`src/rtl/trr_pkg.sv`:
```
package trr_pkg;
  localparam int unsigned TRR_DEF_ADDR_W = 32;
  localparam int unsigned TRR_DEF_OFF_W  = 16;
  localparam int unsigned TRR_DEF_DATA_W = 32;
  localparam int unsigned TRR_DEF_TAGS   = 16;
endpackage

```
`src/rtl/trr_tag_pool.sv`:
```
module trr_tag_pool #(
  parameter int unsigned TAGS  = 16,
  parameter int unsigned TAG_W = $clog2(TAGS)
) (
  input  logic             clk,
  input  logic             rst_n,
  input  logic             alloc_en,
  input  logic             free_en,
  input  logic [TAG_W-1:0] free_tag,
  output logic             avail,
  output logic [TAG_W-1:0] alloc_tag,
  output logic [TAGS-1:0]  busy
);
  logic [TAG_W-1:0] pick;

  always_comb begin
    pick = '0;
    for (int i = TAGS - 1; i >= 0; i--) begin
      if (!busy[i]) pick = TAG_W'(i);
    end
  end

  assign avail     = ~&busy;
  assign alloc_tag = pick;

  for (genvar g = 0; g < TAGS; g++) begin : g_bit
    always_ff @(posedge clk) begin
      if (!rst_n) begin
        busy[g] <= 1'b0;
      end else if (alloc_en && alloc_tag == TAG_W'(g)) begin
        busy[g] <= 1'b1;
      end else if (free_en && free_tag == TAG_W'(g)) begin
        busy[g] <= 1'b0;
      end
    end
  end

  // a tag handed out is never one already in flight
  assert_alloc_unique_R2: assert property (@(posedge clk) disable iff (!rst_n)
    alloc_en |-> !busy[alloc_tag]);

  // an allocated tag is held in flight afterwards
  assert_alloc_held_R2: assert property (@(posedge clk) disable iff (!rst_n)
    alloc_en |=> busy[$past(alloc_tag)]);

  // a freed tag is available in the following cycle
  assert_free_released_R4: assert property (@(posedge clk) disable iff (!rst_n)
    free_en |=> !busy[$past(free_tag)]);
endmodule

```
`src/rtl/trr_offset_table.sv`:
```
module trr_offset_table #(
  parameter int unsigned TAGS  = 16,
  parameter int unsigned TAG_W = $clog2(TAGS),
  parameter int unsigned OFF_W = 16
) (
  input  logic             clk,
  input  logic             wr_en,
  input  logic [TAG_W-1:0] wr_tag,
  input  logic [OFF_W-1:0] wr_off,
  input  logic [TAG_W-1:0] rd_tag,
  output logic [OFF_W-1:0] rd_off
);
  logic [OFF_W-1:0] entry [TAGS];

  for (genvar g = 0; g < TAGS; g++) begin : g_ent
    always_ff @(posedge clk) begin
      if (wr_en && wr_tag == TAG_W'(g)) entry[g] <= wr_off;
    end
  end

  always_comb begin
    rd_off = '0;
    for (int i = 0; i < TAGS; i++) begin
      if (rd_tag == TAG_W'(i)) rd_off = entry[i];
    end
  end
endmodule

```
`src/rtl/trr_done_tracker.sv`:
```
module trr_done_tracker (
  input  logic clk,
  input  logic rst_n,
  input  logic last_acc,
  input  logic idle,
  output logic done
);
  logic last_pend;

  always_ff @(posedge clk) begin
    if (!rst_n) begin
      last_pend <= 1'b0;
      done      <= 1'b0;
    end else begin
      done      <= last_pend && idle;
      last_pend <= (last_pend && !idle) || last_acc;
    end
  end

  // done lasts one cycle only
  assert_done_pulse_R7: assert property (@(posedge clk) disable iff (!rst_n)
    done |=> !done);
endmodule

```
`src/rtl/tagged_read_requester.sv`:
```
module tagged_read_requester
  import trr_pkg::*;
#(
  parameter int unsigned ADDR_W = TRR_DEF_ADDR_W,
  parameter int unsigned OFF_W  = TRR_DEF_OFF_W,
  parameter int unsigned DATA_W = TRR_DEF_DATA_W,
  parameter int unsigned TAGS   = TRR_DEF_TAGS,
  localparam int unsigned TAG_W = $clog2(TAGS)
) (
  input  logic              clk,
  input  logic              rst_n,
  input  logic [ADDR_W-1:0] base_addr,
  input  logic              off_valid,
  output logic              off_ready,
  input  logic [OFF_W-1:0]  off_data,
  input  logic              off_last,
  output logic              req_valid,
  input  logic              req_ready,
  output logic [ADDR_W-1:0] req_addr,
  output logic [TAG_W-1:0]  req_tag,
  input  logic              rsp_valid,
  output logic              rsp_ready,
  input  logic [DATA_W-1:0] rsp_data,
  input  logic [TAG_W-1:0]  rsp_tag,
  output logic              res_valid,
  input  logic              res_ready,
  output logic [OFF_W-1:0]  res_offset,
  output logic [DATA_W-1:0] res_data,
  output logic              err_unknown_tag,
  output logic              done
);
  logic            avail;
  logic [TAGS-1:0] busy;
  logic            issue;
  logic            known;
  logic            retire;
  logic            stray;

  assign known = ({1'b0, rsp_tag} < (TAG_W + 1)'(TAGS)) && busy[rsp_tag];

  assign req_valid = off_valid && avail;
  assign off_ready = req_ready && avail;
  assign req_addr  = base_addr + ADDR_W'(off_data);
  assign issue     = off_valid && off_ready;

  assign res_valid = rsp_valid && known;
  assign res_data  = rsp_data;
  assign rsp_ready = known ? res_ready : 1'b1;
  assign retire    = res_valid && res_ready;
  assign stray     = rsp_valid && !known;

  trr_tag_pool #(.TAGS(TAGS), .TAG_W(TAG_W)) pool_i (
    .clk(clk), .rst_n(rst_n),
    .alloc_en(issue), .free_en(retire), .free_tag(rsp_tag),
    .avail(avail), .alloc_tag(req_tag), .busy(busy)
  );

  trr_offset_table #(.TAGS(TAGS), .TAG_W(TAG_W), .OFF_W(OFF_W)) table_i (
    .clk(clk), .wr_en(issue), .wr_tag(req_tag), .wr_off(off_data),
    .rd_tag(rsp_tag), .rd_off(res_offset)
  );

  trr_done_tracker done_i (
    .clk(clk), .rst_n(rst_n),
    .last_acc(issue && off_last), .idle(busy == '0),
    .done(done)
  );

  always_ff @(posedge clk) begin
    if (!rst_n)     err_unknown_tag <= 1'b0;
    else if (stray) err_unknown_tag <= 1'b1;
  end

  // no offset is taken while every tag is in flight
  assert_full_blocks_R5: assert property (@(posedge clk) disable iff (!rst_n)
    (&busy) |-> (!off_ready && !req_valid));

  // the error flag never falls outside reset
  assert_err_sticky_R6: assert property (@(posedge clk) disable iff (!rst_n)
    err_unknown_tag |=> err_unknown_tag);

  // an unknown-tag response always raises the flag
  assert_stray_flags_R6: assert property (@(posedge clk) disable iff (!rst_n)
    stray |=> err_unknown_tag);

  // with a free tag, an offset goes straight out when the port is ready
  assert_no_wait_R3: assert property (@(posedge clk) disable iff (!rst_n)
    (off_valid && req_ready && !(&busy)) |-> (off_ready && req_valid));
endmodule

```
`config.mk`:
```
export PLATFORM = sky130hd
export DESIGN_NAME = tagged_read_requester
export DESIGN_NICKNAME = d
export VERILOG_FILES = /design/src/rtl/trr_pkg.sv /design/src/rtl/trr_tag_pool.sv /design/src/rtl/trr_offset_table.sv /design/src/rtl/trr_done_tracker.sv /design/src/rtl/tagged_read_requester.sv
export SDC_FILE = /design/constraint.sdc
export NUM_CORES = 1
export LEC_CHECK = 0
export ABC_CLOCK_PERIOD_IN_PS = 9030
export BUFFER_PORTS_ARGS = -buffer_cell sky130_fd_sc_hd__buf_2
export CORE_MARGIN = 2
export CORE_UTILIZATION = 50
export DETAILED_ROUTE_END_ITERATION = 10
export PLACE_DENSITY = 0.72
export SLEW_MARGIN = 30
export SYNTH_ARGS = -nofsm -noshare
export SYNTH_HDL_FRONTEND = slang
export SYNTH_HIERARCHICAL = 1
export SYNTH_SLANG_ARGS = --single-unit
```
`constraint.sdc`:
```
create_clock -name clk -period 9.03 [get_ports clk]
set_clock_uncertainty 0.1 [all_clocks]
set_input_delay 0.903 -clock clk [delete_from_list [all_inputs] [get_ports clk]]
set_output_delay 0.903 -clock clk [all_outputs]
set_load 0.005 [all_outputs]
```
==> reports/metrics.yaml <==
outcome: "completed"
postCtsHoldBufs: 0
finalCritPeriodShare_pct: 54.4
drv_cap: 0
pwr-share-comb_pct: 9.6
clk_latency_ns: 0.53
grt_pass1_vias: 8845
crit_slowest_cell: "buf_4"
cpLargestDelayFamily: "buffers and inverters"
hold_path.class: "reg -> reg"
routedWlPerCell_um: 22.9
row_count: 59
cp-start-kind: "input pin"
yosysSeqAreaShare_pct: 61.1
nNetsFinal: 1204
synth_warnings: 6
crit_chain: "buf_4 > buf_4 > inv_1 > o22ai_1 > o22ai_1 > a211o_1 > a32o_1 > buf_2"
synthToLayoutAreaGrowth_pct: 11.6
finalSetupViolCount: 0
final.fill_count: 2081
critPathMaxStageDelay_ns: 0.72
grt-ovfl-total: 0
grt_pass1_wl_um: 50900
io_buffers: 116
max_freq_ghz: 0.204
async_flop_share_pct: 0
whs_ns: 0.372
reg2reg_slack_ns: 6.07
power.density_mw_per_mm2: 191
routed_wl_um: 33200
cp.required_ns: 8.03
grt-busiest-layer: "met2"
p_seq_share_pct: 49.7
cp-end-kind: "output pin"
syn_inst: 1009
n_antenna_cell: 0
crit_fanout: 58
rsz0062_at_grt: "no"
ios: 181
cts_resized: 0
p_leak_nw: 5.10
dpl.hpwl_um: 21100
worst_pin_slew_ns: 0.867
fin_tns_setup_ns: 0
yosysTopAreaCellShare_pct: 58.2
first_pass_iters: 5
p_sw_mw: 0.632
hold_viol: 0
die_x_um: 166
coreArea_mm2: 0.0260
synth-edff-count: 256
use_met2_pct: 37.3
numCtsBuffers: 27
swShare_pct: 22.4
r2r-start: "pool_i/busy[14]"
ant_nets: 0
hp-start: "err_unknown_tag"
htreeDepth: 1
seq_area_mm2: 0.00807
syn_area_per_cell_um2: 13.1
clk_path_buf_depth: 3
grt_max_degree: 65
cts-root-buf: "clkbuf_16"
synth_cell_types: 89
layout_min_cycle_time_ns: 4.91
synth_nets: 1117
synthTopCellsByArea: "edfxtp_1 (58%), mux2i_1 (3.1%), a21oi_1 (2.9%)"
die_area_mm2: 0.0277
route.vias.total: 8928
met3_usage_pct: 3.99
critPathLaunch: "rsp_tag[0]"
vias_per_cell: 6.16
max_slew_margin_pct: 42.1
syn_area_mm2: 0.0132
path_class: "in -> out"
final_layout_size_suffix_gt1_share_pct: 22.3
drt-initial-drc-count: 952
cts_tree: "built"
synth_ff_type: "edfxtp_1"
drv_slew: 0
utilization_pct: 56.7
grtUsageMet1_pct: 34.1
cts.sinks: 275
max-vdd-ir-drop_uv: 186
pwr-share-clk_pct: 40.7
die-height_um: 166
gp_congestion: 0.842
start_util_pct: 50.8
internal_power_mw: 2.19
grt_util_all_layers_pct: 23.5
multiInputGateArea_mm2: 0.00453
synth-seq-cells: 275
antenna_found_initial: 0
yosysTopAreaCell: "edfxtp_1"
cts_setup_buffers: 0
path_buf_inv: 4
arrival_ns: 3.91
clkTransAtPathRegs_ns: 0.06
drcViolationCount: 0
-- stage by stage --
stage,power [mW],setup slack [ns],area [um^2],cells
3_3_place_gp,1.69,4.21,13800,1402
5_1_grt,2.91,3.96,14700,1450
3_5_place_dp,1.69,4.18,13800,1402
4_1_cts,2.83,4.19,14700,1450
2_1_floorplan,1.60,5.48,13200,1009
6_report,2.82,4.12,14700,1450
-- per-layer routing --
metal,up-vias,part of all wire (%),routed length (um)
met5,-,0,0
met4,0,2.2,726
met3,50,8.4,2790
met2,450,46,15200
met1,4359,43,14400
li1,4069,-,-
-- cells in the mapped netlist, types with 15 or more instances --
| library cell | instances |
|---|---|
| o22ai_1 | 17 |
| nand2b_1 | 15 |
| buf_2 | 15 |
| o221ai_1 | 19 |
| nand2_1 | 56 |
| dfxtp_1 | 19 |
| nor2_1 | 54 |
| mux2i_1 | 41 |
| xor2_1 | 16 |
| ha_1 | 16 |
| o211ai_1 | 23 |
| buf_4 | 39 |
| nor2b_1 | 18 |
| edfxtp_1 | 256 |
| inv_1 | 17 |
| a21oi_1 | 77 |
| o21ai_0 | 54 |
| nand3_1 | 20 |
-- cells in the final DEF (no fill, tap or decap), types with 16 or more instances in the layout --
cell type	instances
o21ai_0	54
edfxtp_1	256
nor2b_1	18
buf_4	21
clkbuf_16	27
xor2_1	16
o211ai_1	23
nor2_1	51
o22ai_1	17
nand2_1	56
inv_1	17
nand3_1	20
dfxtp_1	19
mux2i_1	41
buf_2	115
ha_1	16
a21oi_1	77
o221ai_1	19
-- path summary, 6_finish.rpt --
kind	cells after the start	end
worst max-delay path	8	res_offset[15]
worst min-delay path	1	err_unknown_tag
worst max register to register	8	table_i/entry[1][55]
worst min register to register	1	err_unknown_tag
-- worst register-to-register path: stages, from the launching register on --
cell and delay, ns:
dfxtp_1 0.42, nor2b_1 0.19, o221ai_2 0.15, a211oi_2 0.33, o21ai_4 0.14, inv_4 0.19
nand2_1 0.16, nor2_2 0.60, buf_4 0.35
-- power groups by stage --
stage	logic [mW]	clock network (mW)	registers [mW]
floorplan	0.173	0	1.43
global placement	0.264	0	1.43
detailed placement	0.266	0	1.43
CTS	0.269	1.16	1.40
global route	0.296	1.21	1.40
finish	0.270	1.15	1.40
-- cell type report --
cell class,instances,share of cell area [%]
clock inverter,18,1.45
clock buffer,30,4.66
sequential,275,54.8
tap,335,2.84
inverter,19,0.552
timing repair buffer,136,4.98
multi-input combinational,637,30.8
-- registers in the layout, indices dropped and copies added (netlist names) --
name and flops:
table_i/entry 256, pool_i/busy 16, done_i/done 1, done_i/last_pend 1
err_unknown_tag 1
-- cell families after synthesis --
group,after synthesis,share of synthesized area (%)
buffers and inverters,97,4.75
multiplexers,62,5.78
XOR/XNOR,30,1.99
AO/OA/AOI/OAI,294,15.5
adder cells (fa/ha/maj),17,1.67
AND/OR/NAND/NOR,234,9.23
flip-flops,275,61.1
(Power assumes the default switching activity.)
